**src/rtl/fsg_pkg.sv**
```systemverilog
package fsg_pkg;
  typedef enum logic [1:0] {
    EXT_8K  = 2'b00,
    EXT_4K  = 2'b01,
    EXT_2K  = 2'b10,
    EXT_2KB = 2'b11
  } ext_rate_e;
endpackage

```
**src/rtl/fsg_ext_edge.sv**
```systemverilog
module fsg_ext_edge (
  input  logic clk,
  input  logic rst,
  input  logic en_i,
  input  logic sync_i,
  output logic reload_o
);
  logic prev_q;

  always_ff @(posedge clk) begin
    if (rst) prev_q <= 1'b0;
    else     prev_q <= sync_i;
  end

  // restart only on a fresh rising edge while realignment is enabled
  assign reload_o = en_i & sync_i & ~prev_q;

  p_single_shot_r10: assert property (@(posedge clk) disable iff (rst)
    reload_o |=> !reload_o);
endmodule

```
**src/rtl/fsg_frame_ctr.sv**
```systemverilog
module fsg_frame_ctr #(
  parameter int CNT_W = 16
) (
  input  logic             clk,
  input  logic             rst,
  input  logic [CNT_W-1:0] div_i,
  input  logic             reload_i,
  input  logic [1:0]       rate_i,
  output logic [CNT_W-1:0] cnt_o,
  output logic [CNT_W+1:0] mf_pos_o
);
  import fsg_pkg::*;
  localparam int MFW = CNT_W + 2;

  logic [CNT_W-1:0] cnt_q;
  logic [1:0]       idx_q;
  logic [MFW-1:0]   base_q;
  logic [MFW-1:0]   period;
  logic [MFW-1:0]   base_adv;
  logic             wrap;
  ext_rate_e        rate;

  assign rate     = ext_rate_e'(rate_i);
  assign period   = MFW'(div_i) + MFW'(1);
  assign wrap     = (cnt_q >= div_i);
  assign base_adv = (idx_q == 2'd3) ? '0 : base_q + period;

  always_ff @(posedge clk) begin
    if (rst) begin
      cnt_q  <= '0;
      idx_q  <= '0;
      base_q <= '0;
    end else if (reload_i) begin
      cnt_q <= '0;
      case (rate)
        EXT_8K: begin
          idx_q  <= idx_q + 2'd1;
          base_q <= base_adv;
        end
        EXT_4K: begin
          idx_q  <= {~idx_q[1], 1'b0};
          base_q <= idx_q[1] ? '0 : (period << 1);
        end
        default: begin
          idx_q  <= '0;
          base_q <= '0;
        end
      endcase
    end else if (wrap) begin
      cnt_q  <= '0;
      idx_q  <= idx_q + 2'd1;
      base_q <= base_adv;
    end else begin
      cnt_q <= cnt_q + CNT_W'(1);
    end
  end

  assign cnt_o    = cnt_q;
  assign mf_pos_o = base_q + MFW'(cnt_q);

  p_count_step_r2: assert property (@(posedge clk) disable iff (rst)
    (!reload_i && cnt_q < div_i) |=> (cnt_q == $past(cnt_q) + CNT_W'(1)));
  p_reload_zero_r6: assert property (@(posedge clk) disable iff (rst)
    reload_i |=> (cnt_q == '0));
  p_frame_boundary_r3: assert property (@(posedge clk) disable iff (rst)
    !$stable(idx_q) |-> (cnt_q == '0));
  p_mf_zero_r7: assert property (@(posedge clk) disable iff (rst)
    (mf_pos_o == '0) |-> (cnt_q == '0));
endmodule

```
**src/rtl/fsg_pulse_shaper.sv**
```systemverilog
module fsg_pulse_shaper #(
  parameter int PW = 18
) (
  input  logic          clk,
  input  logic          rst,
  input  logic [PW-1:0] pos_i,
  input  logic [PW-1:0] last_i,
  input  logic [PW-1:0] width_i,
  input  logic          invert_i,
  output logic          act_next_o,
  output logic          act_o,
  output logic          pulse_o
);
  logic [PW-1:0] w_eff;
  logic          act_q;
  logic          pulse_q;

  assign w_eff      = (width_i > last_i) ? last_i : width_i;
  assign act_next_o = (pos_i < w_eff);

  always_ff @(posedge clk) begin
    if (rst) begin
      act_q   <= 1'b0;
      pulse_q <= invert_i;
    end else begin
      act_q   <= act_next_o;
      pulse_q <= act_next_o ^ invert_i;
    end
  end

  assign act_o   = act_q;
  assign pulse_o = pulse_q;

  p_last_idle_r5: assert property (@(posedge clk) disable iff (rst)
    (pos_i == last_i) |=> !act_q);
  p_zero_width_r5: assert property (@(posedge clk) disable iff (rst)
    (width_i == '0) |=> !act_q);
  p_polarity_r4: assert property (@(posedge clk) disable iff (rst)
    $stable(invert_i) |-> (pulse_q == (act_q ^ invert_i)));
endmodule

```
**src/rtl/frame_sync_gen.sv**
```systemverilog
module frame_sync_gen #(
  parameter int CNT_W = 16
) (
  input  logic             clk,
  input  logic             rst,
  input  logic [CNT_W-1:0] div_ratio,
  input  logic [CNT_W-1:0] fs_width,
  input  logic [CNT_W+1:0] mfs_width,
  input  logic             fs_invert,
  input  logic             mfs_invert,
  input  logic             ext_en,
  input  logic [1:0]       ext_rate,
  input  logic             ext_sync,
  output logic             fs_out,
  output logic             mfs_out,
  output logic             align_done
);
  localparam int MFW  = CNT_W + 2;
  localparam int NOUT = 2;

  logic             reload;
  logic [CNT_W-1:0] cnt;
  logic [MFW-1:0]   mf_pos;
  logic [MFW-1:0]   pos_a   [NOUT];
  logic [MFW-1:0]   last_a  [NOUT];
  logic [MFW-1:0]   width_a [NOUT];
  logic             inv_a   [NOUT];
  logic             act_nxt [NOUT];
  logic             act_q   [NOUT];
  logic             pulse_a [NOUT];
  logic             pend_q;
  logic             done_q;

  fsg_ext_edge u_edge (
    .clk      (clk),
    .rst      (rst),
    .en_i     (ext_en),
    .sync_i   (ext_sync),
    .reload_o (reload)
  );

  fsg_frame_ctr #(.CNT_W(CNT_W)) u_ctr (
    .clk      (clk),
    .rst      (rst),
    .div_i    (div_ratio),
    .reload_i (reload),
    .rate_i   (ext_rate),
    .cnt_o    (cnt),
    .mf_pos_o (mf_pos)
  );

  // channel 0: frame pulse, channel 1: multiframe pulse
  assign pos_a[0]   = MFW'(cnt);
  assign last_a[0]  = MFW'(div_ratio);
  assign width_a[0] = MFW'(fs_width);
  assign inv_a[0]   = fs_invert;
  assign pos_a[1]   = mf_pos;
  assign last_a[1]  = {div_ratio, 2'b11};
  assign width_a[1] = mfs_width;
  assign inv_a[1]   = mfs_invert;

  for (genvar g = 0; g < NOUT; g++) begin : g_out
    fsg_pulse_shaper #(.PW(MFW)) u_shape (
      .clk        (clk),
      .rst        (rst),
      .pos_i      (pos_a[g]),
      .last_i     (last_a[g]),
      .width_i    (width_a[g]),
      .invert_i   (inv_a[g]),
      .act_next_o (act_nxt[g]),
      .act_o      (act_q[g]),
      .pulse_o    (pulse_a[g])
    );
  end

  always_ff @(posedge clk) begin
    if (rst) begin
      pend_q <= 1'b0;
      done_q <= 1'b0;
    end else if (reload) begin
      pend_q <= 1'b1;
      done_q <= 1'b0;
    end else if (pend_q && act_nxt[0]) begin
      pend_q <= 1'b0;
      done_q <= 1'b1;
    end
  end

  assign fs_out     = pulse_a[0];
  assign mfs_out    = pulse_a[1];
  assign align_done = done_q;

  p_ext_off_r9: assert property (@(posedge clk) disable iff (rst)
    !ext_en |-> !reload);
  p_done_with_pulse_r8: assert property (@(posedge clk) disable iff (rst)
    $rose(done_q) |-> act_q[0]);
  p_done_cleared_r8: assert property (@(posedge clk) disable iff (rst)
    reload |=> !done_q);
  p_mf_on_frame_r3: assert property (@(posedge clk) disable iff (rst)
    (act_nxt[1] && !act_q[1] && $stable(mfs_width) && $stable(div_ratio))
      |-> (cnt == '0));
endmodule

```
**config.mk**
```make
export PLATFORM = sky130hd
export DESIGN_NAME = frame_sync_gen
export DESIGN_NICKNAME = d
export VERILOG_FILES = /design/src/rtl/fsg_pkg.sv /design/src/rtl/fsg_ext_edge.sv /design/src/rtl/fsg_frame_ctr.sv /design/src/rtl/fsg_pulse_shaper.sv /design/src/rtl/frame_sync_gen.sv
export SDC_FILE = /design/constraint.sdc
export NUM_CORES = 1
export LEC_CHECK = 0
export CORE_MARGIN = 1.5
export CORE_UTILIZATION = 63
export CTS_CLUSTER_SIZE = 20
export DETAILED_ROUTE_END_ITERATION = 6
export GPL_TIMING_DRIVEN = 0
export PLACE_DENSITY = 0.88
export SETUP_SLACK_MARGIN = 0.2
export SLEW_MARGIN = 20
export SYNTH_ARGS = -nofsm -noshare
export SYNTH_HDL_FRONTEND = slang
export SYNTH_SLANG_ARGS = --single-unit
export TNS_END_PERCENT = 10
```
**constraint.sdc**
```tcl
create_clock -name clk -period 14.1 [get_ports clk]
set_clock_uncertainty 0.2 [all_clocks]
set_input_delay 4.23 -clock clk [delete_from_list [all_inputs] [get_ports clk]]
set_output_delay 4.23 -clock clk [all_outputs]
set_load 0.03 [all_outputs]
```
**Word-level counts from Yosys, hierarchy flattened**

Index checks and enable logic that the tools add are counted.

- Input port bits: 58
- Logic and storage cells: 46
- Register bits after elaboration: 41

- Order comparisons: 5
- Bitwise operators: 6
- Add/sub/neg operators: 5
- Equal/unequal tests: 2
- Reductions and logical operators: 6
- Muxes and demuxes: 14

Operator list:

| operator | count |
|---|---|
| $mux 18 | 5 |
| $pmux 18 s2 | 1 |
| $add 18x16->18 | 1 |
| $add 18x18->18 | 1 |
| $gt 18x18->1 | 1 |
| $lt 16x18->1 | 1 |
| $lt 18x18->1 | 1 |
| $add 16x1->17 const B | 1 |
| $add 16x1->16 const B | 1 |
| $ge 16x16->1 | 1 |
| $gt 16x16->1 | 1 |
| $mux 16 | 1 |
| $mux 1 | 4 |
| $mux 2 | 2 |
| $pmux 2 s2 | 1 |
| $reduce_bool 2->1 | 2 |
| $reduce_or 3->1 | 1 |
| $add 2x1->2 const B | 1 |
| $and 1x1->1 | 2 |
| $eq 2x1->1 const B | 1 |
| $eq 2x2->1 const B | 1 |
| $logic_not 2->1 | 1 |
| $not 1->1 | 2 |
| $reduce_or 2->1 | 1 |
| 2 further kinds | 3 |

**Depth between registers and ports, before layout**

Gate-level depths: netlist of the first run.

- Depth in word-level cells: 6
- Depth in mapped cells: 18

**Cells and area by module**

Synthesis of the first run repeated with hierarchy kept, for this count alone.

- Cell total of the unflattened synthesis: 778
- Area total of the unflattened synthesis: 6169.7 um^2

Modules (own cells, without submodules):

| module | area an instance (um^2) | cells each | instances | sequential area each (um^2) |
|---|---|---|---|---|
| fsg_frame_ctr | 3756.1 | 490 | 1 | 720.7 |
| fsg_pulse_shaper | 1151.1 | 138 | 2 | 40.0 |
| frame_sync_gen | 76.3 | 9 | 1 | 40.0 |
| fsg_ext_edge | 35.0 | 3 | 1 | 20.0 |

**Worst setup path after synthesis of the first run**

OpenSTA, ideal clock, no wires.

- Kind: input-to-reg
- From: input div_ratio[7]
- To: register g_out[0].u_shape.pulse_q
- Buffers on the path: 1
- Arrival time: 7405 ps
- Cell stages on the path: 17
- Setup slack: 6372 ps
- Data required time: 13777 ps
- Cell sequence: inv_1 -> ha_1 -> nand4_1 -> or3_1 -> a21o_1 -> and3_4 -> nor2_2 -> buf_6 -> mux2i_1 -> ha_1 -> nand4_1 -> inv_1 -> nand3_1 -> a2111oi_0 -> o311ai_2 -> nor3b_2 -> xor2_1

- Cells in the longest elaborated chain, start to end: 5

RTL lines:

| item | line | RTL |
|---|---|---|
| from (decl) | frame_sync_gen.sv:6 | `input logic [CNT_W-1:0] div_ratio,` |
| $gt 16x16->1 | fsg_pulse_shaper.sv:18 | `assign w_eff = (width_i > last_i) ? last_i : width_i;` |
| $mux 16 * | fsg_pulse_shaper.sv:18 |  |
| $lt 16x18->1 * | fsg_pulse_shaper.sv:19 | `assign act_next_o = (pos_i < w_eff);` |
| $xor 1x1->1 * | fsg_pulse_shaper.sv:27 | `pulse_q <= act_next_o ^ invert_i;` |
| $mux 1 * | fsg_pulse_shaper.sv:22 | `if (rst) begin` |
| to (signal assigned) | fsg_pulse_shaper.sv:24 | `pulse_q <= invert_i;` |
| to (signal assigned) | fsg_pulse_shaper.sv:27 |  |
| to (decl) | fsg_pulse_shaper.sv:16 | `logic pulse_q;` |

Every way passes the cells marked *; elsewhere a longest branch is shown, timed or not.
A chain may end at the register's enable or synchronous reset.

**Worst setup path after layout of the first run**

Same ends and word-level chain as after synthesis.

==> flow_summary.json, run 1 <==
{
  "worst_ep_required_time_ps": 14100,
  "async_flop_share_pct": 0,
  "whs_ps": 291,
  "fp-row-count": 34,
  "dp_slack_ps": 5100,
  "setup_viol": 0,
  "crit_family": "simple AND/OR/NAND/NOR gates",
  "die-width_um": 97.4,
  "slowest_stage": "clkdlybuf4s50_1",
  "ys_types": 56,
  "die_area_mm2": 0.00949,
  "slowest_delay_ps": 620,
  "multiInputGateArea_mm2": 0.00458,
  "antenna_found_initial": 0,
  "max_freq_mhz": 115,
  "post_cts_buffers": 0,
  "clock-sinks": 41,
  "postRouteAntennaNets": 0,
  "place_hpwl_um": 14500,
  "stdcell_area_mm2": 0.00643,
  "die_h_um": 97.4,
  "area_growth_pct": 14.5,
  "cts_resized": 0,
  "hold_end": "u_ctr.idx_q[0]$_SDFFE_PP0P_",
  "drt-pass1-iter-count": 6,
  "yosys-top-cells-area": "ha_1, dfxtp_1, a21oi_1, xnor2_1, nor2_1",
  "core_area_mm2": 0.00868,
  "globalplace.congestion": 1.03,
  "r2r_start": "u_ctr.cnt_o[1]$_SDFF_PP0_",
  "worstPathCellList": "clkdlybuf4s50_1, inv_1, ha_1, nand4_1, or3_1, a21o_1, and3_4, nor2_2, buf_6, mux2i_1, ha_1, nand4_1, inv_1, nand3_1, a2111oi_0, o311ai_2, nor3b_2, xor2_1",
  "grt_max_degree": 14,
  "num_vias": 6078,
  "fill_cells": 693,
  "status": "finished, final reports clean",
  "hp-start": "u_ctr.idx_q[0]$_SDFFE_PP0P_",
  "root_buffer": "clkbuf_8",
  "routed_wl_um": 17800,
  "ios": 61,
  "clockBufferDepth": 2,
  "fin_crit_sh_pct": 61.6,
  "hold_viol_final": 0,
  "crit_type": "in2reg",
  "cts_hold_buf": 0,
  "diodes": 0,
  "crit_path_max_fanout": 10,
  "report.final.slew_viol_count": 0,
  "worstRegToRegCells": 16,
  "clk_latency_ps": 300,
  "syn_nets": 896,
  "grt_first_pass_wirelength_um": 28600,
  "hold_class": "reg2reg",
  "h-tree-depth": 2,
  "synth_top_area_share_pct": 25.8,
  "ff_latch_area_um2": 821,
  "finalSetupTns_ps": 0,
  "drive_above_1_share_pct": 2.67,
  "synthesis.area_mm2": 0.00562,
  "ys_warn_count": 0,
  "worstPathArrival_ps": 8680,
  "total_leakage_power_nw": 2.94,
  "grt_pass1_vias": 5911,
  "cts_tree": "yes",
  "maxCapViolCount": 0,
  "wl_per_cell_um": 19.9,
  "clk_pin_slew_worst_paths_ps": 90,
  "irDropWorstVdd_uv": 37.0,
  "tightest_slew_ps": 819,
  "min_period_ps": 8690,
  "synth_seq_cells": 41,
  "slew_headroom_pct": 44.9,
  "numCtsBuffers": 5,
  "end_kind": "register",
  "vias_per_cell": 6.79,
  "syn_avg_cell_area_um2": 7.80,
  "cp-start-kind": "input port",
  "hold_depth": 2,
  "finish.utilization_pct": 74.1,
  "place_area_mm2": 0.00634,
  "critPathBufInv": 4,
  "synth_edf_count": 0,
  "initial_core_util_pct": 64.7,
  "regToRegEndpoint": "g_out[1].u_shape.pulse_o$_DFF_P_",
  "grt_use_total_pct": 37.4,
  "grt_overflow": 0,
  "rsz0062_at_grt": "false",
  "fin_ws_ps": 5410,
  "synth_ff_type": "dfxtp_1",
  "nNetsFinal": 962,
  "drc": 0,
  "ys_seq_area_share_pct": 14.6,
  "numPortBuffers": 59,
  "power_density_mw_per_mm2": 60.1,
  "synthCells": 720,
  "yosysTopAreaCell": "ha_1",
  "initialDrtViolationCount": 573,
  "rrSetupSlack_ps": 9910
}
worst max path at each step:
stage / cells after the start / slack [ps] / from / end
2_1_floorplan: 17 / 6370 / div_ratio[7] / g_out[0].u_shape.pulse_o$_DFF_P_
3_3_place_gp: 18 / 5160 / div_ratio[7] / g_out[0].u_shape.pulse_o$_DFF_P_
3_5_place_dp: 18 / 5100 / div_ratio[7] / g_out[0].u_shape.pulse_o$_DFF_P_
4_1_cts: 18 / 5440 / div_ratio[7] / g_out[0].u_shape.pulse_o$_DFF_P_
5_1_grt: 18 / 5110 / div_ratio[7] / g_out[0].u_shape.pulse_o$_DFF_P_
6_report: 18 / 5410 / div_ratio[7] / g_out[0].u_shape.pulse_o$_DFF_P_
per-stage QoR:
stage | power, mW | std cells
after global routing | 0.409 | 895
final | 0.386 | 895
after CTS | 0.381 | 895
after global placement | 0.294 | 887
after floorplan | 0.245 | 720
after detailed placement | 0.303 | 887
kinds of logic (layout without fill, tap and decap cells):
family | after synthesis | in the layout | share of synthesized area (%)
AND/OR/NAND/NOR | 233 | 233 | 19.9
AO/OA/AOI/OAI | 208 | 208 | 23.8
adder cells (fa/ha/maj) | 118 | 118 | 26.6
XOR/XNOR | 53 | 53 | 8.27
buffers and inverters | 50 | 117 | 3.79
flip-flops | 41 | 41 | 14.6
multiplexers | 17 | 17 | 3.03
cell type report:
cell class / count / area share (%)
clock buffer: 5 / 1.07
multi-input combinational: 629 / 71.3
tap: 108 / 2.10
clock inverter: 3 / 0.273
timing repair buffer: 59 / 9.19
sequential: 41 / 12.8
buffer: 17 / 1.38
inverter: 33 / 1.93
worst min-delay path, delay by kind of cell, from the launching register on:
family | cells | cell delay [ps]
compound gates | 1 | 60
flops | 1 | 340
simple gates | 1 | 60
cells in the mapped netlist (3+ instances only):
| cell | number |
|---|---|
| a211o_1 | 6 |
| nor2b_1 | 7 |
| a221oi_1 | 10 |
| xnor2_1 | 38 |
| nor3_1 | 21 |
| a31oi_1 | 5 |
| o21a_1 | 12 |
| clkbuf_1 | 11 |
| mux2i_1 | 17 |
| nand2b_1 | 3 |
| o211ai_1 | 6 |
| a211oi_1 | 16 |
| inv_1 | 33 |
| a21o_1 | 19 |
| nor2_1 | 85 |
| a311oi_1 | 3 |
| ha_1 | 116 |
| dfxtp_1 | 41 |
| nor4_1 | 3 |
| xor2_1 | 15 |
| a21oi_1 | 71 |
| nand3b_1 | 3 |
| nand3_1 | 23 |
| and2_1 | 3 |
| and3_1 | 9 |
| nand4_1 | 20 |
| nand2_1 | 40 |
| a22oi_1 | 3 |
| or3_1 | 5 |
| o21ai_0 | 38 |
metal layers:
metal,up-vias,wire length [um],track usage [%]
met5,-,0,0
met4,0,997,19.2
met3,71,1580,6.33
met2,348,7980,60.9
met1,2834,7270,47.3
li1,2825,-,-
power by group:
group	switching [mW]	internal (mW)
sequential	0.00785	0.121
combinational	0.0989	0.0776
clock	0.0464	0.0343
total	0.153	0.233
flip-flops by register name, indices dropped and copies added (netlist names):
signal and flops:
align_done 1, g_out.u_shape.pulse_o 2, pend_q 1, u_ctr.base_q 18, u_ctr.cnt_o 16, u_ctr.idx_q 2
u_edge.prev_q 1
cell usage in the layout (no fill, tap or decap), types with 3 or more instances in the layout:
master,n
dfxtp_1,41
mux2i_1,17
nor2b_1,7
ha_1,116
a21o_1,19
nand4_1,20
o21ai_0,38
xnor2_1,38
and3_1,9
nand3_1,23
o211ai_1,6
nor4_1,3
nor2_1,85
a311oi_1,3
a21oi_1,71
or3_1,5
a211o_1,6
clkdlybuf4s50_1,59
nand3b_1,3
o21a_1,12
nand2b_1,3
nor3_1,21
clkbuf_8,5
nand2_1,40
and2_1,3
clkbuf_1,11
a211oi_1,16
a22oi_1,3
a31oi_1,5
a221oi_1,10
inv_1,33
xor2_1,15
Note: power is estimated with default switching activity, not from simulation.
==> inputs of run 2 (changes only) <==
--- a/config.mk
+++ b/config.mk
@@ -6,11 +6,11 @@
 export NUM_CORES = 1
 export LEC_CHECK = 0
 export CORE_MARGIN = 1.5
-export CORE_UTILIZATION = 63
+export CORE_UTILIZATION = 59
 export CTS_CLUSTER_SIZE = 20
 export DETAILED_ROUTE_END_ITERATION = 6
 export GPL_TIMING_DRIVEN = 0
-export PLACE_DENSITY = 0.88
+export PLACE_DENSITY = 0.83
 export SETUP_SLACK_MARGIN = 0.2
 export SLEW_MARGIN = 20
 export SYNTH_ARGS = -nofsm -noshare
==> constraint.sdc (replaced) <==
create_clock -name clk -period 8.1 [get_ports clk]
set_clock_uncertainty 0.2 [all_clocks]
set_input_delay 2.43 -clock clk [delete_from_list [all_inputs] [get_ports clk]]
set_output_delay 2.43 -clock clk [all_outputs]
set_load 0.03 [all_outputs]
==> run 2 against run 1 <==
  * Non-clock buffer count unchanged
  * Design area increased by 0.80%
  * Wire length decreased by 2.3%
  * Clock power increased by 120%
  * Sequential power increased by 74%
  * Die area increased by 6.6%
  * Power increased by 83%
  * Global-route usage decreased by 2.5 points
  * Register-to-register slack got worse by 6000 ps
  * Setup slack got worse by 4500 ps
  * Via count decreased by 2.3%
  * Cell count increased by 2.3%
  * Critical path type unchanged
  * Critical endpoint unchanged
  * Highest routed layer unchanged
==> flow_summary.json, run 2 (same netlist as run 1, synthesis figures left out) <==
{
  "clock-sinks": 41,
  "maxCapViolCount": 0,
  "cts_resized": 0,
  "post_cts_buffers": 0,
  "antenna_found_initial": 0,
  "hold_viol_final": 0,
  "slew_headroom_pct": 45.3,
  "cp-start-kind": "input port",
  "ios": 61,
  "drc": 0,
  "wl_met1_um": 7370,
  "cts_tree": "yes",
  "hold_depth": 2,
  "report.final.slew_viol_count": 0,
  "max_freq_mhz": 139,
  "grt_overflow": 0,
  "initialDrtViolationCount": 622,
  "initial_core_util_pct": 60.8,
  "layout_commonest_cell": "ha_1",
  "finalSetupTns_ps": 0,
  "routed_wl_um": 17400,
  "grt_pass1_vias": 5716,
  "wl_met3_um": 1450,
  "setup_viol": 0,
  "regToRegEndpoint": "g_out[1].u_shape.pulse_o$_DFF_P_",
  "area_growth_pct": 15.4,
  "tightest_slew_ps": 813,
  "drive_above_1_share_pct": 2.54,
  "clockBufferDepth": 2,
  "fin_crit_sh_pct": 88.6,
  "clk_latency_ps": 300,
  "fp-row-count": 35,
  "dr.max_layer_used": "met4",
  "hold_end": "u_ctr.idx_q[0]$_SDFFE_PP0P_",
  "root_buffer": "clkbuf_8",
  "irDropWorstVdd_uv": 72.6,
  "rrSetupSlack_ps": 3880,
  "routed-wl-met2_um": 7840,
  "worst_ep_required_time_ps": 8100,
  "die-width_um": 101,
  "grt_first_pass_wirelength_um": 27800,
  "finish.utilization_pct": 70.1,
  "die_area_mm2": 0.0101,
  "grt_max_degree": 14,
  "end_kind": "register",
  "ff_latch_area_um2": 821,
  "total_leakage_power_nw": 2.95,
  "fin_ws_ps": 920,
  "clk_pin_slew_worst_paths_ps": 90,
  "die_h_um": 101,
  "vias_per_cell": 6.49,
  "status": "finished, final reports clean",
  "power_density_mw_per_mm2": 109,
  "grt_use_total_pct": 34.8,
  "nNetsFinal": 962,
  "place_hpwl_um": 14300,
  "top_register": "u_ctr.base_q",
  "diodes": 0,
  "timing.critical_path.from": "div_ratio[9]",
  "place_area_mm2": 0.00637,
  "drt-pass1-iter-count": 5,
  "worstPathArrival_ps": 7180,
  "worstRegToRegCells": 16,
  "hp-start": "u_ctr.idx_q[0]$_SDFFE_PP0P_",
  "dp_slack_ps": 740,
  "crit_type": "in2reg",
  "numCtsBuffers": 5,
  "hold_class": "reg2reg",
  "core_area_mm2": 0.00924,
  "fill_cells": 732,
  "multiInputGateArea_mm2": 0.00458,
  "final_cell_mix": "ha_1, nor2_1, a21oi_1",
  "crit_path_max_fanout": 10,
  "h-tree-depth": 2,
  "numPortBuffers": 59,
  "wl_per_cell_um": 19.0,
  "rsz0062_at_grt": "false",
  "globalplace.congestion": 0.947,
  "largest_reg_flops": 18,
  "postRouteAntennaNets": 0,
  "cts_hold_buf": 0,
  "num_vias": 5941,
  "min_period_ps": 7180,
  "r2r_start": "u_ctr.base_q[1]$_SDFFE_PP0P_",
  "stdcell_area_mm2": 0.00648
}
run 2: cell type report:
class / instances / area share [%]
well taps: 129 / 2.49
multi-input cells: 629 / 70.7
plain buffers: 17 / 1.37
repair buffers: 59 / 9.12
clock buffers: 6 / 1.12
inverters: 33 / 1.91
clock inverters: 2 / 0.599
flip-flops and latches: 41 / 12.7
run 2: report_power, final:
part / internal (mW) / total (mW) / switching (mW)
sequential: 0.211 / 0.225 / 0.0137
clock: 0.0928 / 0.175 / 0.0826
combinational: 0.136 / 0.307 / 0.171
run 2: worst max path at each step:
stage	endpoint	cells after the start
floorplan	g_out[0].u_shape.pulse_o$_DFF_P_	17
global placement	g_out[0].u_shape.pulse_o$_DFF_P_	18
detailed placement	g_out[0].u_shape.pulse_o$_DFF_P_	18
CTS	g_out[0].u_shape.pulse_o$_DFF_P_	18
global route	g_out[0].u_shape.pulse_o$_DFF_P_	18
finish	g_out[0].u_shape.pulse_o$_DFF_P_	18
run 2: stage by stage:
step           hold WS, ps  total power, mW  cells
2_1_floorplan          249            0.426    720
3_3_place_gp           263            0.513    908
3_5_place_dp           270            0.526    908
4_1_cts                282            0.697    916
5_1_grt                301            0.743    916
6_report               278            0.707    916
run 2: routing by layer:
metal	global-route usage, %	up-vias
met5	0	-
met4	13.9	0
li1	-	2824
met2	58.9	302
met3	4.58	55
met1	44.9	2760
run 2: critical path: stages:
cell	delay, ps
clkdlybuf4s50_1	650
inv_1	230
ha_1	370
nand4_1	140
or3_1	420
a21o_1	190
and3_4	170
nor2_2	400
buf_6	250
mux2i_1	100
ha_1	300
nand4_1	120
inv_1	70
nand3_1	140
a2111oi_0	540
o311ai_2	270
nor3b_2	220
xor2_1	160
